--- src/rtl/cfs_pkg.sv ---
// Package: shared constants and helpers for the count frame SPI readout.
// Assumes at least two synchroniser stages for asynchronous SPI pins.
package cfs_pkg;

    // Number of flops used to bring SPI pins into the system clock domain.
    localparam int unsigned CFS_SYNC_STAGES = 2;

    // Frame length in bits: two counts per channel.
    function automatic int unsigned cfs_frame_bits(input int unsigned num_ch,
                                                   input int unsigned cnt_w);
        return 2 * num_ch * cnt_w;
    endfunction

endpackage

--- src/rtl/cfs_edge_sync.sv ---
// cfs_edge_sync: brings one asynchronous pin into the clk domain and
// reports its synchronised level and its falling edge.
// Assumes the pin holds each level for more than STAGES+1 clock cycles.
module cfs_edge_sync #(
    parameter int unsigned STAGES  = cfs_pkg::CFS_SYNC_STAGES,
    parameter logic        RST_VAL = 1'b0
) (
    input  logic clk,
    input  logic rst_n,
    input  logic pin_i,
    output logic level_o,
    output logic fall_o
);

    logic [STAGES-1:0] sync_q;
    logic              last_q;

    // Shift the pin through the synchroniser and keep one delayed copy.
    always_ff @(posedge clk) begin
        if (!rst_n) begin
            sync_q <= {STAGES{RST_VAL}};
            last_q <= RST_VAL;
        end else begin
            sync_q <= {sync_q[STAGES-2:0], pin_i};
            last_q <= sync_q[STAGES-1];
        end
    end

    // Present the synchronised level and the high-to-low transition.
    always_comb begin
        level_o = sync_q[STAGES-1];
        fall_o  = last_q & ~sync_q[STAGES-1];
    end

endmodule

--- src/rtl/cfs_snapshot.sv ---
// cfs_snapshot: packs all channel counts into one frame and stores it when
// the counters strobe valid while no transfer is in progress. It also owns
// the data-ready flag. Assumes cs_idle_i/cs_fall_i come from a synchroniser.
module cfs_snapshot #(
    parameter int unsigned NUM_CH  = 4,
    parameter int unsigned CNT_W   = 32,
    parameter int unsigned FRAME_W = cfs_pkg::cfs_frame_bits(NUM_CH, CNT_W)
) (
    input  logic                      clk,
    input  logic                      rst_n,
    input  logic [NUM_CH*CNT_W-1:0]   sig_cnt_i,
    input  logic [NUM_CH*CNT_W-1:0]   ref_cnt_i,
    input  logic                      valid_i,
    input  logic                      cs_idle_i,
    input  logic                      cs_fall_i,
    output logic [FRAME_W-1:0]        snap_o,
    output logic                      ready_o
);

    localparam int unsigned PAIR_W = 2 * CNT_W;

    logic [FRAME_W-1:0] frame_d;
    logic [FRAME_W-1:0] snap_q;
    logic               ready_q;
    logic               take;

    // Place channel 0 at the top of the frame, input count ahead of reference.
    for (genvar c = 0; c < NUM_CH; c++) begin : g_pack
        assign frame_d[FRAME_W-1-c*PAIR_W -: CNT_W]       = sig_cnt_i[c*CNT_W +: CNT_W];
        assign frame_d[FRAME_W-1-c*PAIR_W-CNT_W -: CNT_W] = ref_cnt_i[c*CNT_W +: CNT_W];
    end

    // A capture is allowed only between transfers.
    always_comb take = valid_i & cs_idle_i;

    // Hold the coherent frame of all channels.
    always_ff @(posedge clk) begin
        if (!rst_n) begin
            snap_q <= '0;
        end else if (take) begin
            snap_q <= frame_d;
        end
    end

    // Raise ready on capture, drop it when the master selects the block.
    always_ff @(posedge clk) begin
        if (!rst_n) begin
            ready_q <= 1'b0;
        end else if (take) begin
            ready_q <= 1'b1;
        end else if (cs_fall_i) begin
            ready_q <= 1'b0;
        end
    end

    assign snap_o  = snap_q;
    assign ready_o = ready_q;

    // A transfer in progress freezes the stored frame.
    assert_snap_frozen_R6: assert property (@(posedge clk) disable iff (!rst_n)
        !cs_idle_i |=> $stable(snap_q));

    // Selecting the block clears the ready flag on the next edge.
    assert_ready_clear_R5: assert property (@(posedge clk) disable iff (!rst_n)
        cs_fall_i |=> !ready_o);

    // Ready only rises after an accepted valid strobe.
    assert_ready_source_R4: assert property (@(posedge clk) disable iff (!rst_n)
        $rose(ready_o) |-> $past(valid_i && cs_idle_i));

endmodule

--- src/rtl/cfs_shifter.sv ---
// cfs_shifter: parallel-in serial-out register for the SPI frame. It reloads
// from the stored frame on every clock while deselected and shifts one bit
// on each falling SCLK edge while selected, filling with zeros.
// Assumes the SCLK edge flag is one clock wide.
module cfs_shifter #(
    parameter int unsigned FRAME_W = 256
) (
    input  logic               clk,
    input  logic               rst_n,
    input  logic [FRAME_W-1:0] snap_i,
    input  logic               cs_idle_i,
    input  logic               sclk_fall_i,
    output logic               miso_o
);

    logic [FRAME_W-1:0] shreg_q;

    // Reload between transfers, advance on SCLK falling edges during one.
    always_ff @(posedge clk) begin
        if (!rst_n) begin
            shreg_q <= '0;
        end else if (cs_idle_i) begin
            shreg_q <= snap_i;
        end else if (sclk_fall_i) begin
            shreg_q <= {shreg_q[FRAME_W-2:0], 1'b0};
        end
    end

    // The most significant bit is always the one on the wire.
    assign miso_o = shreg_q[FRAME_W-1];

    // Each falling SCLK edge presents the following frame bit.
    assert_shift_step_R3: assert property (@(posedge clk) disable iff (!rst_n)
        (!cs_idle_i && sclk_fall_i) |=> (miso_o == $past(shreg_q[FRAME_W-2])));

    // Without a falling edge the wire does not move during a transfer.
    assert_miso_hold_R3: assert property (@(posedge clk) disable iff (!rst_n)
        (!cs_idle_i && !sclk_fall_i) |=> $stable(miso_o));

    // Between transfers the frame restarts from its first bit.
    assert_restart_R7: assert property (@(posedge clk) disable iff (!rst_n)
        cs_idle_i |=> (shreg_q == $past(snap_i)));

endmodule

--- src/rtl/count_frame_spi.sv ---
// count_frame_spi: top level. It stores a coherent frame of all channel
// counts and serves it to an SPI mode 0 master, MSB first.
// Assumes SCLK high and low phases of at least four clk cycles each.
module count_frame_spi #(
    parameter int unsigned NUM_CH = 4,
    parameter int unsigned CNT_W  = 32
) (
    input  logic                    clk,
    input  logic                    rst_n,
    input  logic [NUM_CH*CNT_W-1:0] sig_cnt_i,
    input  logic [NUM_CH*CNT_W-1:0] ref_cnt_i,
    input  logic                    cnt_valid_i,
    input  logic                    spi_sclk_i,
    input  logic                    spi_cs_n_i,
    output logic                    spi_miso_o,
    output logic                    data_ready_o
);

    localparam int unsigned FRAME_W = cfs_pkg::cfs_frame_bits(NUM_CH, CNT_W);

    logic               sclk_level;
    logic               sclk_fall;
    logic               cs_idle;
    logic               cs_fall;
    logic [FRAME_W-1:0] snap;

    // Synchronise SCLK, idle low.
    cfs_edge_sync #(.RST_VAL(1'b0)) u_sclk_sync (
        .clk     (clk),
        .rst_n   (rst_n),
        .pin_i   (spi_sclk_i),
        .level_o (sclk_level),
        .fall_o  (sclk_fall)
    );

    // Synchronise CS_n, idle high (deselected).
    cfs_edge_sync #(.RST_VAL(1'b1)) u_cs_sync (
        .clk     (clk),
        .rst_n   (rst_n),
        .pin_i   (spi_cs_n_i),
        .level_o (cs_idle),
        .fall_o  (cs_fall)
    );

    cfs_snapshot #(
        .NUM_CH  (NUM_CH),
        .CNT_W   (CNT_W),
        .FRAME_W (FRAME_W)
    ) u_snapshot (
        .clk       (clk),
        .rst_n     (rst_n),
        .sig_cnt_i (sig_cnt_i),
        .ref_cnt_i (ref_cnt_i),
        .valid_i   (cnt_valid_i),
        .cs_idle_i (cs_idle),
        .cs_fall_i (cs_fall),
        .snap_o    (snap),
        .ready_o   (data_ready_o)
    );

    cfs_shifter #(
        .FRAME_W (FRAME_W)
    ) u_shifter (
        .clk         (clk),
        .rst_n       (rst_n),
        .snap_i      (snap),
        .cs_idle_i   (cs_idle),
        .sclk_fall_i (sclk_fall),
        .miso_o      (spi_miso_o)
    );

    // While the synchronised SCLK is high inside a transfer, MISO holds.
    assert_miso_high_phase_R3: assert property (@(posedge clk) disable iff (!rst_n)
        (!cs_idle && sclk_level) |=> $stable(spi_miso_o));

endmodule

--- config.mk ---
export PLATFORM = sky130hd
export DESIGN_NAME = count_frame_spi
export DESIGN_NICKNAME = d
export VERILOG_FILES = /design/src/rtl/cfs_pkg.sv /design/src/rtl/cfs_edge_sync.sv /design/src/rtl/cfs_snapshot.sv /design/src/rtl/cfs_shifter.sv /design/src/rtl/count_frame_spi.sv
export SDC_FILE = /design/constraint.sdc
export NUM_CORES = 1
export LEC_CHECK = 0
export BUFFER_PORTS_ARGS = -buffer_cell sky130_fd_sc_hd__buf_2
export CAP_MARGIN = 20
export CORE_MARGIN = 10
export CORE_UTILIZATION = 30
export DETAILED_ROUTE_END_ITERATION = 8
export PLACE_DENSITY = 0.51
export SLEW_MARGIN = 20
export SYNTH_ARGS = -nofsm -noshare
export SYNTH_HDL_FRONTEND = slang
export SYNTH_HIERARCHICAL = 1
export SYNTH_SLANG_ARGS = --single-unit
--- constraint.sdc ---
create_clock -name clk -period 1.5 [get_ports clk]
set_clock_uncertainty 0.15 [all_clocks]
set_input_delay 0.075 -clock clk [delete_from_list [all_inputs] [get_ports clk]]
set_output_delay 0.075 -clock clk [all_outputs]
set_load 0.1 [all_outputs]
# Word-level counts from Yosys, hierarchy flattened
# Index checks and enable logic that the tools add are counted.
# Widths: inputs -> output; s select.
[totals] inputBits=261 output_inout_bits=2 reg_bits=519
[op_classes] n_bitwise=5 reduce_logical=2 mux=4
[ops] op="$mux 256" n=2
[ops] op="$reduce_bool 2->1" n=2
[ops] op="$and 1x1->1" n=3
[ops] op="$mux 1" n=2
[ops] op="$not 1->1" n=2

# Depth between registers and ports, before layout
[depth] ltp_word=4 ltp_mapped=6 depth_no_buf=3

# Modules after synthesis
# The synthesis kept the hierarchy.
[by_module_without_submodules] mod="cfs_shifter" area_per_inst_um2=12832.3 instances=1 cells_per_inst=1136 seq_area_each_um2=5124.9
[by_module_without_submodules] mod="cfs_snapshot" area_per_inst_um2=9598.0 instances=1 cells_per_inst=1172 seq_area_each_um2=5144.9
[by_module_without_submodules] mod="cfs_edge_sync (u_sclk_sync)" area_per_inst_um2=88.8 instances=1 cells_per_inst=7 seq_area_each_um2=60.1
[by_module_without_submodules] mod="cfs_edge_sync (u_cs_sync)" area_per_inst_um2=85.1 instances=1 cells_per_inst=7 seq_area_each_um2=60.1

# Worst setup path before layout
# Ideal clock, no wire load.
[synth_timing] path_type="reg-to-reg" startpoint="register u_sclk_sync.sync_q[1]" endpoint="register u_shifter.shreg_q[65]" t_arrival_ns=1.346 path_slack_ns=-0.112 n_path_buf=2 setup_time_ns=0.116 synth_period_minus_slack_ns=1.612 stages_incl_launch_ff=6 required_time_ns=1.234 path_cell_list="dfxtp_1 > and2b_2 > buf_6 > buf_6 > mux2_2 > o211a_1"
[synth_between] elab_chain_len=3
[synth_lines] element="from (decl)" line="cfs_edge_sync.sv:15" rtl="logic [STAGES-1:0] sync_q;"
[synth_lines] element="from (signal assigned)" line="cfs_edge_sync.sv:21" rtl="sync_q <= {STAGES{RST_VAL}};"
[synth_lines] element="from (signal assigned)" line="cfs_edge_sync.sv:24" rtl="sync_q <= {sync_q[STAGES-2:0], pin_i};"
[synth_lines] element="$not 1->1" line="cfs_edge_sync.sv:32" rtl="fall_o = last_q & ~sync_q[STAGES-1];"
[synth_lines] element="$and 1x1->1" line="cfs_edge_sync.sv:32"
[synth_lines] element="named net sclk_fall" line="count_frame_spi.sv:22" rtl="logic sclk_fall;"
[synth_lines] element="$reduce_bool 2->1 (no source line)"
[synth_lines] element="to (signal assigned)" line="cfs_shifter.sv:23" rtl="shreg_q <= snap_i;"
[synth_lines] element="to (signal assigned)" line="cfs_shifter.sv:25" rtl="shreg_q <= {shreg_q[FRAME_W-2:0], 1'b0};"
[synth_lines] element="to (decl)" line="cfs_shifter.sv:16" rtl="logic [FRAME_W-1:0] shreg_q;"
# The timed path passes the listed nets, and every way through them passes these cells.
# A chain may end at the register's enable or synchronous reset.

# Final worst setup path
[layout_timing] startpoint="register u_sclk_sync.sync_q[1]" endpoint="register u_shifter.shreg_q[141]"
# The elaborated chain is that of the path after synthesis.

==> flow_summary.ini <==
[timing]
rsz0062_at_grt = yes
layout_setup_ws_ps = -306
hold_viol = 0
period_share = 1.20
setup_tns_ps = -64360
fin_crit_ps = 1810
max_slew_margin = 0.676
slew_viol_final = 0
fmax_mhz = 554
worst_pin_slew_ps = 489
whs_ps = 84.5
setup_viol = 263

[hold_path]
min_from = ref_cnt_i[9]
min_path_type = in2reg

[logic_synthesis]
yosys.area.top_type = dfxtp_1
synth-seq-area-share = 0.460
yosysWarnings = 6
synthCells = 2322
synth-seq-cells = 519
synth_nets = 2583
synth.distinct_cells = 21
yosysTopAreaCellShare = 0.460
avgSynthCellArea_um2 = 9.73
syn_area_mm2 = 0.0226
ys_top_cells_by_area = dfxtp_1 46%, o211a_1 11%, mux2_2 8.3%, nand2b_1 7.1%, nand4_1 7.1%

[cts]
cts_max_level = 2
clk_latency_ps = 610
cts_buffer_depth = 3
cts_sinks = 519
clk_pin_slew_ps = 60
cts_root_buf = clkbuf_16
cts_inserted_buffers = 59
cts_tree = done

[floorplan]
fp.dieH_um = 294
core_mm2 = 0.0746
fp.dieW_um = 294
row_count = 100
io_pins = 263
start_util = 0.303
dieArea_mm2 = 0.0867

[grt]
grt_usage = 0.137
grt_max_degree = 75
grt_pass1_vias = 19143
antenna_found_initial = 2
grt.overflow.total = 0
grt_first_pass_wirelength_um = 99200

[drt]
drt_iter0_markers = 986
wl_per_cell_um = 16.1
drc = 0
wirelength_um = 61400
vias = 18615
via_per_inst = 4.90
drtPass1Iterations = 5
final_antenna_net_count = 0

[run_status]
status = finished, violations left
violations = negative setup slack

[critical_path]
reg2reg_from = u_sclk_sync/sync_q[1]
cp_data_arrival_time_ps = 2140
crit_slowest_cell = mux2_2
worst-setup-path-type = reg2reg
path_cells = and2b_4 > buf_4 > buf_16 > mux2_2 > o211a_1
max_stage_delay_ps = 360
critPathRequiredTime_ps = 1830
crit_start = u_sclk_sync/sync_q[1]
cp_max_fo = 23
start_kind = flip-flop
end_kind = flip-flop

[placement]
port-buffer-count = 262
gp_congestion = 0.750
dp_hpwl_um = 39600
placed_cells = 3424
placed_area_mm2 = 0.0256

[final_layout]
instances_no_fill = 3802
drive_above_1_share = 0.248
layout.nets = 3044
final_common_cell = dfxtp_1
fillers = 7154
most-common-layout-cells = 517 x dfxtp_1, 261 x dlygate4sd3_1, 260 x buf_2
final_core_util = 0.411
stdcell_area_mm2 = 0.0306
syn2layout_area_growth_pct = 35.4

[pwr]
p_per_area_mw_per_mm2 = 1090
leakage_uw = 0.0146
ir_drop_uv = 907

[run]
max-cap-violations = 0
==> state kept, by name, indices dropped and copies added, names as in the netlist <==
name / flops
u_snapshot/ready_o: 1
u_sclk_sync/sync_q: 2
u_shifter/shreg_q: 256
u_cs_sync/sync_q: 2
u_sclk_sync/last_q: 1
u_snapshot/snap_o: 256
u_cs_sync/last_q: 1
==> per-stage QoR <==
| step | setup WS, ps | power [µW] |
|---|---|---|
| final | -306 | 33400 |
| after global placement | -290 | 18600 |
| after floorplan | -112 | 17400 |
| after CTS | -331 | 33900 |
| after detailed placement | -321 | 18700 |
| after global routing | -365 | 35000 |
==> Yosys cell counts <==
| cell type | n |
|---|---|
| nand2_1 | 257 |
| clkbuf_1 | 154 |
| mux2_2 | 167 |
| a21boi_1 | 1 |
| and2b_2 | 1 |
| or3b_1 | 1 |
| mux2_1 | 88 |
| o211a_1 | 255 |
| and2_1 | 3 |
| buf_2 | 69 |
| nand4_1 | 256 |
| buf_6 | 27 |
| o21ai_1 | 70 |
| nor2b_1 | 2 |
| buf_4 | 2 |
| o21ai_0 | 186 |
| buf_1 | 4 |
| nand2b_1 | 258 |
| o21a_1 | 1 |
| and2_2 | 1 |
| dfxtp_1 | 519 |
==> repair_timing <==
action,CTS,global route
hold endpoints to repair,396,0
cloned,1,2
endpoints found under the setup margin,267,360
setup buffers,3,0
gates resized for setup,35,49
hold buffers,261,0
==> power breakdown <==
part           switching [µW]  total [µW]  internal [µW]
clock network            5840       14400           8520
logic                    1800        3990           2200
registers                 402       15000          14600
total                    8040       33400          25300
==> final timing paths <==
kind	endpoint	slack, ps	cells after the start
hold reg to reg	u_cs_sync/sync_q[1]	250	1
setup reg to reg	u_shifter/shreg_q[141]	-310	5
hold / removal	u_snapshot/snap_o[201]	80	4
setup / recovery	u_shifter/shreg_q[141]	-310	5
==> cell families (layout without fill, tap and decap cells) <==
logic type / Yosys count / in the layout / share of synthesized area
compound gates: 513 / 513 / 0.170
buf+inv: 256 / 763 / 0.0556
flops: 519 / 519 / 0.460
mux: 255 / 255 / 0.127
other cells: 0 / 4 / 0
simple gates: 779 / 779 / 0.187
==> routing by layer <==
layer	share of wire	global-route usage	vias up
li1	-	-	9313
met1	0.44	0.168	8871
met2	0.49	0.239	331
met3	0.036	0.0229	100
met4	0.025	0.0441	0
met5	0	0	-
==> cell type report <==
class,instances,area [µm²],area share
multi-input cells,1547,11400,0.371
flip-flops and latches,519,10400,0.340
repair buffers,656,5690,0.186
clock buffers,78,1640,0.0535
well taps,969,1210,0.0396
clock inverters,29,308,0.0101
diodes,4,10.0,0.000327
==> critical path, delay by kind of cell, from the launching register on <==
family                 cells  cell delay, ps
AOI/OAI and AO/OA          1             210
DFF                        1             300
and+or+nand+nor            1             280
muxes                      1             360
buffers and inverters      2             330
Note: power is estimated with default switching activity, not from simulation.
